==> config.mk <==
export PLATFORM = sky130hd
export DESIGN_NAME = dense_exec
export DESIGN_NICKNAME = d
export VERILOG_FILES = /design/src/rtl/dense_pkg.sv /design/src/rtl/dense_decode.sv /design/src/rtl/dense_regfile.sv /design/src/rtl/dense_next_pc.sv /design/src/rtl/dense_exec.sv
export SDC_FILE = /design/constraint.sdc
export NUM_CORES = 1
export LEC_CHECK = 0
export CELL_PAD_IN_SITES_DETAIL_PLACEMENT = 0
export CELL_PAD_IN_SITES_GLOBAL_PLACEMENT = 2
export CORE_MARGIN = 2
export CORE_UTILIZATION = 40
export CTS_BUF_LIST = sky130_fd_sc_hd__clkbuf_8
export DETAILED_ROUTE_END_ITERATION = 16
export DONT_BUFFER_PORTS = 1
export GPL_ROUTABILITY_DRIVEN = 0
export PLACE_DENSITY_LB_ADDON = 0.08
export SYNTH_ARGS = -nofsm -noshare
export SYNTH_HDL_FRONTEND = slang
export SYNTH_SLANG_ARGS = --single-unit
==> constraint.sdc <==
create_clock -name clk -period 21.5 [get_ports clk]
set_clock_uncertainty 0.2 [all_clocks]
set_input_delay 4.3 -clock clk [delete_from_list [all_inputs] [get_ports clk]]
set_output_delay 4.3 -clock clk [all_outputs]
set_load 0.1 [all_outputs]
==> src/rtl/dense_pkg.sv <==
package dense_pkg;
  typedef enum logic [3:0] {
    OP_NONE,
    OP_ADD,
    OP_ADDI,
    OP_MOVI,
    OP_BRZ,
    OP_LOAD,
    OP_STORE,
    OP_MOV,
    OP_RET
  } op_kind_e;

  localparam int unsigned FLD_W = 4;

  localparam logic [3:0] MAJ_LOAD  = 4'd8;
  localparam logic [3:0] MAJ_STORE = 4'd9;
  localparam logic [3:0] MAJ_ADD   = 4'd10;
  localparam logic [3:0] MAJ_ADDI  = 4'd11;
  localparam logic [3:0] MAJ_IMM   = 4'd12;
  localparam logic [3:0] MAJ_MISC  = 4'd13;

  localparam logic [3:0] MISC_MOV_R = 4'd0;
  localparam logic [3:0] MISC_SYS_R = 4'd15;
  localparam logic [3:0] SYS_RET_T  = 4'd0;
endpackage

==> src/rtl/dense_decode.sv <==
module dense_decode
  import dense_pkg::*;
#(
  parameter int unsigned XLEN = 32
) (
  input  logic [7:0]       byte0,
  input  logic [7:0]       byte1,
  output op_kind_e         kind,
  output logic             wide,
  output logic [FLD_W-1:0] fs,
  output logic [FLD_W-1:0] ft,
  output logic [FLD_W-1:0] fr,
  output logic [XLEN-1:0]  imm,
  output logic             br_ne,
  output logic [5:0]       br_off
);
  logic [3:0] major;

  always_comb begin
    major  = byte0[3:0];
    ft     = byte0[7:4];
    fs     = byte1[3:0];
    fr     = byte1[7:4];
    wide   = ~major[3];
    br_ne  = ft[2];
    br_off = {ft[1:0], fr};
    kind   = OP_NONE;
    imm    = '0;
    unique case (major)
      MAJ_LOAD: begin
        kind = OP_LOAD;
        imm  = XLEN'({fr, 2'b00});
      end
      MAJ_STORE: begin
        kind = OP_STORE;
        imm  = XLEN'({fr, 2'b00});
      end
      MAJ_ADD:  kind = OP_ADD;
      MAJ_ADDI: begin
        kind = OP_ADDI;
        imm  = (ft == '0) ? '1 : XLEN'(ft);
      end
      MAJ_IMM: begin
        if (ft[3]) begin
          kind = OP_BRZ;
        end else begin
          kind = OP_MOVI;
          imm  = {{(XLEN-7){ft[2] & ft[1]}}, ft[2:0], fr};
        end
      end
      MAJ_MISC: begin
        if (fr == MISC_MOV_R)
          kind = OP_MOV;
        else if (fr == MISC_SYS_R && ft == SYS_RET_T)
          kind = OP_RET;
        else
          kind = OP_NONE;
      end
      default: kind = OP_NONE;
    endcase
  end
endmodule

==> src/rtl/dense_regfile.sv <==
module dense_regfile #(
  parameter int unsigned XLEN = 32,
  parameter int unsigned NREG = 16,
  localparam int unsigned AW  = $clog2(NREG)
) (
  input  logic            clk,
  input  logic            rst,
  input  logic            we,
  input  logic [AW-1:0]   waddr,
  input  logic [XLEN-1:0] wdata,
  input  logic [AW-1:0]   raddr_a,
  output logic [XLEN-1:0] rdata_a,
  input  logic [AW-1:0]   raddr_b,
  output logic [XLEN-1:0] rdata_b,
  output logic [XLEN-1:0] rdata_zero
);
  logic [XLEN-1:0] mem [NREG];

  always_ff @(posedge clk) begin
    if (rst) begin
      for (int i = 0; i < int'(NREG); i++) mem[i] <= '0;
    end else if (we) begin
      mem[waddr] <= wdata;
    end
  end

  assign rdata_a    = mem[raddr_a];
  assign rdata_b    = mem[raddr_b];
  assign rdata_zero = mem[0];
endmodule

==> src/rtl/dense_next_pc.sv <==
module dense_next_pc
  import dense_pkg::*;
#(
  parameter int unsigned XLEN = 32
) (
  input  logic [XLEN-1:0] pc,
  input  op_kind_e        kind,
  input  logic            wide,
  input  logic [XLEN-1:0] s_val,
  input  logic [XLEN-1:0] zero_val,
  input  logic            br_ne,
  input  logic [5:0]      br_off,
  output logic [XLEN-1:0] nxt
);
  logic [XLEN-1:0] seq_pc;
  logic [XLEN-1:0] tgt_pc;
  logic            taken;

  always_comb begin
    seq_pc = pc + (wide ? XLEN'(3) : XLEN'(2));
    tgt_pc = pc + XLEN'(4) + XLEN'(br_off);
    taken  = (s_val == '0) != br_ne;
    unique case (kind)
      OP_RET:  nxt = zero_val;
      OP_BRZ:  nxt = taken ? tgt_pc : seq_pc;
      default: nxt = seq_pc;
    endcase
  end
endmodule

==> src/rtl/dense_exec.sv <==
module dense_exec
  import dense_pkg::*;
#(
  parameter int unsigned XLEN = 32,
  parameter int unsigned NREG = 16
) (
  input  logic            clk,
  input  logic            rst,
  input  logic            exec_valid,
  input  logic [7:0]      exec_byte0,
  input  logic [7:0]      exec_byte1,
  output logic            exec_ready,
  output logic [XLEN-1:0] pc_o,
  output logic            mem_req_valid,
  output logic            mem_req_we,
  output logic [XLEN-1:0] mem_req_addr,
  output logic [XLEN-1:0] mem_req_wdata,
  input  logic            mem_rsp_valid,
  input  logic [XLEN-1:0] mem_rsp_data
);
  localparam int unsigned AW = $clog2(NREG);

  op_kind_e        kind;
  logic            wide;
  logic [FLD_W-1:0] fs, ft, fr;
  logic [XLEN-1:0] imm;
  logic            br_ne;
  logic [5:0]      br_off;

  logic [XLEN-1:0] s_val, t_val, zero_val, nxt_pc;
  logic            rf_we;
  logic [AW-1:0]   rf_waddr;
  logic [XLEN-1:0] rf_wdata;

  logic [XLEN-1:0] pc_q;
  logic            wait_q;
  logic [AW-1:0]   ld_dst_q;
  logic            req_v_q, req_we_q;
  logic [XLEN-1:0] req_addr_q, req_wd_q;
  logic            accept;

  dense_decode #(.XLEN(XLEN)) u_dec (
    .byte0 (exec_byte0),
    .byte1 (exec_byte1),
    .kind  (kind),
    .wide  (wide),
    .fs    (fs),
    .ft    (ft),
    .fr    (fr),
    .imm   (imm),
    .br_ne (br_ne),
    .br_off(br_off)
  );

  dense_regfile #(.XLEN(XLEN), .NREG(NREG)) u_rf (
    .clk       (clk),
    .rst       (rst),
    .we        (rf_we),
    .waddr     (rf_waddr),
    .wdata     (rf_wdata),
    .raddr_a   (fs[AW-1:0]),
    .rdata_a   (s_val),
    .raddr_b   (ft[AW-1:0]),
    .rdata_b   (t_val),
    .rdata_zero(zero_val)
  );

  dense_next_pc #(.XLEN(XLEN)) u_npc (
    .pc      (pc_q),
    .kind    (kind),
    .wide    (wide),
    .s_val   (s_val),
    .zero_val(zero_val),
    .br_ne   (br_ne),
    .br_off  (br_off),
    .nxt     (nxt_pc)
  );

  assign accept = exec_valid & ~wait_q;

  always_comb begin
    rf_we    = 1'b0;
    rf_waddr = fr[AW-1:0];
    rf_wdata = '0;
    if (wait_q) begin
      rf_we    = mem_rsp_valid;
      rf_waddr = ld_dst_q;
      rf_wdata = mem_rsp_data;
    end else if (exec_valid) begin
      unique case (kind)
        OP_ADD: begin
          rf_we    = 1'b1;
          rf_waddr = fr[AW-1:0];
          rf_wdata = s_val + t_val;
        end
        OP_ADDI: begin
          rf_we    = 1'b1;
          rf_waddr = fr[AW-1:0];
          rf_wdata = s_val + imm;
        end
        OP_MOVI: begin
          rf_we    = 1'b1;
          rf_waddr = fs[AW-1:0];
          rf_wdata = imm;
        end
        OP_MOV: begin
          rf_we    = 1'b1;
          rf_waddr = ft[AW-1:0];
          rf_wdata = s_val;
        end
        default: rf_we = 1'b0;
      endcase
    end
  end

  always_ff @(posedge clk) begin
    if (rst) begin
      pc_q       <= '0;
      wait_q     <= 1'b0;
      ld_dst_q   <= '0;
      req_v_q    <= 1'b0;
      req_we_q   <= 1'b0;
      req_addr_q <= '0;
      req_wd_q   <= '0;
    end else begin
      req_v_q <= 1'b0;
      if (wait_q) begin
        if (mem_rsp_valid) begin
          wait_q <= 1'b0;
          pc_q   <= pc_q + XLEN'(2);
        end
      end else if (accept) begin
        unique case (kind)
          OP_LOAD: begin
            req_v_q    <= 1'b1;
            req_we_q   <= 1'b0;
            req_addr_q <= s_val + imm;
            wait_q     <= 1'b1;
            ld_dst_q   <= ft[AW-1:0];
          end
          OP_STORE: begin
            req_v_q    <= 1'b1;
            req_we_q   <= 1'b1;
            req_addr_q <= s_val + imm;
            req_wd_q   <= t_val;
            pc_q       <= nxt_pc;
          end
          default: pc_q <= nxt_pc;
        endcase
      end
    end
  end

  assign exec_ready    = ~wait_q;
  assign pc_o          = pc_q;
  assign mem_req_valid = req_v_q;
  assign mem_req_we    = req_we_q;
  assign mem_req_addr  = req_addr_q;
  assign mem_req_wdata = req_wd_q;
endmodule

==> flow_metrics.env <==
export IMPL_status="complete, no violations"
export IMPL_ys_flop_type="edfxtp_1"
export IMPL_finalCritPeriodShare_pct=45.2
export IMPL_viasPerCell=6.46
export IMPL_max_cap_viol_count=0
export IMPL_finalSetupViolCount=0
export IMPL_slowest_delay_ns=1.09
export IMPL_max_freq_ghz=0.103
export IMPL_grt_usage_pct=32.6
export IMPL_core_region_area_um2=91800
export IMPL_ys_ff_latch=615
export IMPL_synth_async_reset_ratio_pct=0
export IMPL_postCtsHoldBufs=0
export IMPL_final_min_clock_period_ns=9.71
export IMPL_place_area_um2=38600
export IMPL_area_growth_pct=9.63
export IMPL_vdd_drop_max_mv=0.0411
export IMPL_slew_viol_final=0
export IMPL_clock_latency_ns=0.80
export IMPL_finalWirelength_um=157000
export IMPL_synth_cell_types=86
export IMPL_routedWlPerCell_um=33.2
export IMPL_netlist_instances=3440
export IMPL_cts_inserted_buffers=109
export IMPL_timing_setup_tns_ns=0
export IMPL_syn_num_nets=3573
export IMPL_initial_core_util_pct=40.5
export IMPL_routed_via_count=30500
export IMPL_postRouteAntennaNets=0
export IMPL_cts_resized_gates=0
export IMPL_holdWs_ns=0.283
export IMPL_grt_setup_unrepaired="no"
export IMPL_fill_cells=8723
export IMPL_multi_input_area_um2=18500
export IMPL_cts_sinks=615
export IMPL_rows=111
export IMPL_first_pass_iters=6
export IMPL_register_area_um2=17400
export IMPL_fin_area_um2=40700
export IMPL_grt_max_degree=158
export IMPL_dieArea_um2=95400
export IMPL_globalRouteOverflowTotal=0
export IMPL_synth_edf_count=512
export IMPL_leakagePower_nw=14.1
export IMPL_cp_cell_sequence="inv_2, buf_4, mux4_2, ha_1, a21oi_1, nand4b_1, a21boi_0, a22oi_1, o21bai_1, a2111oi_0, o31ai_1, xnor2_1, a211oi_2, nor3_1"
export IMPL_fin_util_pct=44.4
export IMPL_die_h_um=309
export IMPL_dr_first_iter_drc_count=3604
export IMPL_grt_antenna_before_repair=14
export IMPL_post_cts_buffers=0
export IMPL_numPortBuffers=0
export IMPL_hold_viol=0
export IMPL_tightestPinTransition_ns=1.33
export IMPL_cp_top_family="compound AO/OA/AOI/OAI gates"
export IMPL_die_w_um=309
export IMPL_grt_pass1_wl_um=220000
export IMPL_path_clk_slew_ns=0.06
export IMPL_io_pins=151
export IMPL_worstPathMaxFanout=58
export IMPL_start_kind="primary input"
export IMPL_cts_max_level=3
export IMPL_yosys_warnings=0
export IMPL_drc=0
export IMPL_cts_root_buffer="clkbuf_8"
export IMPL_cts_buffer_depth=3
export IMPL_crit_arrival_ns=9.96
export IMPL_syn_avg_cell_area_um2=10.8
export IMPL_grt_pass1_vias=29660
export IMPL_cp_data_required_time_ns=21.74
export IMPL_holdCritPathClass="register to register"
export IMPL_crit_slowest_cell="a211oi_2"
export IMPL_crit_type="primary input to register"
export IMPL_cp_buffers_inverters=2
export IMPL_endpoint_kind="register"
export IMPL_cellPowerDensity_nw_per_um2=71.6
export IMPL_ys_seq_area_share_pct=46.9
export IMPL_cts_tree="yes"
export IMPL_drive_above_1_share_pct=16.5
export IMPL_relSlewSlack_pct=11.1
export IMPL_syn_area_um2=37200
export IMPL_nets=3512
export IMPL_dpl_hpwl_um=101000
==> synthesized netlist by cell type (all sizes together), types with 10 or more instances <==
cell type / number / area, um^2
or3: 21 / 131
a31oi: 17 / 106
nand3: 49 / 245
mux4: 246 / 5540
and4: 11 / 96.3
a211oi: 53 / 398
nor3: 81 / 405
nand4: 17 / 106
clkbuf: 241 / 906
edfxtp: 512 / 15400
mux2i: 72 / 724
ha: 78 / 976
and2: 20 / 125
and3: 23 / 144
buf: 52 / 275
a22oi: 78 / 586
nand2b: 23 / 144
xnor2: 46 / 403
inv: 46 / 173
nor4: 14 / 93.8
o211ai: 11 / 82.6
a21o: 45 / 338
a211o: 26 / 228
xor2: 32 / 280
nor2b: 16 / 100
nand2: 311 / 1170
o31ai: 16 / 134
o21ai: 115 / 579
a221o: 12 / 120
dfxtp: 103 / 2060
a221oi: 33 / 289
o21a: 17 / 128
nor2: 631 / 2380
a21oi: 239 / 1200
o21bai: 10 / 75.1
o22ai: 25 / 156
==> metal layers <==
| layer | global-route usage (%) | vias up | wire, um |
|---|---|---|---|
| met5 | 0 | - | 68 |
| met4 | 10.7 | 10 | 5290 |
| met3 | 7.52 | 312 | 15200 |
| met2 | 52.7 | 1717 | 73200 |
| met1 | 43.4 | 15532 | 62900 |
| li1 | - | 12929 | - |
==> through the flow <==
stage                     std cells  total power [mW]  setup WS [ns]
after floorplan                3440              1.71          10.99
after detailed placement       4511              1.84          11.25
after global placement         4511              1.84          11.48
after CTS                      4713              2.92          12.06
after global routing           4715              3.01          11.66
final                          4719              2.92          11.79
==> final timing paths <==
kind | from | to | slack (ns) | cells past startpoint
min reg2reg | ld_dst_q[2]$_SDFFE_PP0P_ | ld_dst_q[2]$_SDFFE_PP0P_ | 0.28 | 2
max reg2reg | u_rf.mem[0][2]$_SDFFCE_PN0P_ | u_rf.mem[0][29]$_SDFFCE_PN0P_ | 15.27 | 13
min | ld_dst_q[2]$_SDFFE_PP0P_ | ld_dst_q[2]$_SDFFE_PP0P_ | 0.28 | 2
max | exec_byte0[6] | u_rf.mem[0][29]$_SDFFCE_PN0P_ | 11.79 | 14
==> logic make-up (layout without fill, tap and decap cells) <==
logic type | count (synthesis) | count (layout) | synth area share, %
xor gates and xnor gates | 78 | 78 | 1.84
muxes | 325 | 325 | 17.1
AOI/OAI and AO/OA | 755 | 755 | 13.3
and+or+nand+nor | 1246 | 1246 | 14.4
adders and majority gates | 81 | 81 | 2.79
DFF | 615 | 615 | 46.9
other | 0 | 6 | 0
buffers and inverters | 340 | 370 | 3.65
==> report_power, final <==
group          switching, mW  internal, mW  leakage [nW]
Clock                  0.540         0.551          1.21
Sequential            0.0453          1.33          6.13
Combinational          0.291         0.163          6.74
==> flip-flops by register name, indices dropped and copies added, names as in the netlist <==
name and flops:
u_rf.mem 512, mem_req_addr 32, mem_req_wdata 32, pc_o 32
ld_dst_q 4, mem_req_valid 1, mem_req_we 1, wait_q 1
==> placed cells by master, fill, tap and decap left out, types with 80 or more instances in the layout <==
cell type and n:
nor3_1 80, dfxtp_1 102, inv_1 80, clkbuf_8 113, nand2_1 298, nor2_1 627, o21ai_0 100, a21oi_1 237
mux4_2 246, edfxtp_1 512, buf_4 121
==> area by class of cell <==
type / instances / share of cell area [%]
Multi-Input combinational cell: 2485 / 45.5
Sequential cell: 615 / 42.8
Clock buffer: 113 / 3.82
Tap cell: 1243 / 3.82
Timing Repair Buffer: 121 / 2.23
Clock inverter: 89 / 1.32
Inverter: 47 / 0.433
Antenna cell: 6 / 0.0369
==> worst min-delay path: cells and delay by family, from the launching register on <==
family | cells | cell delay, ns
flip-flops | 1 | 0.31
AO/OA/AOI/OAI | 2 | 0.13
(Power assumes the default switching activity.)
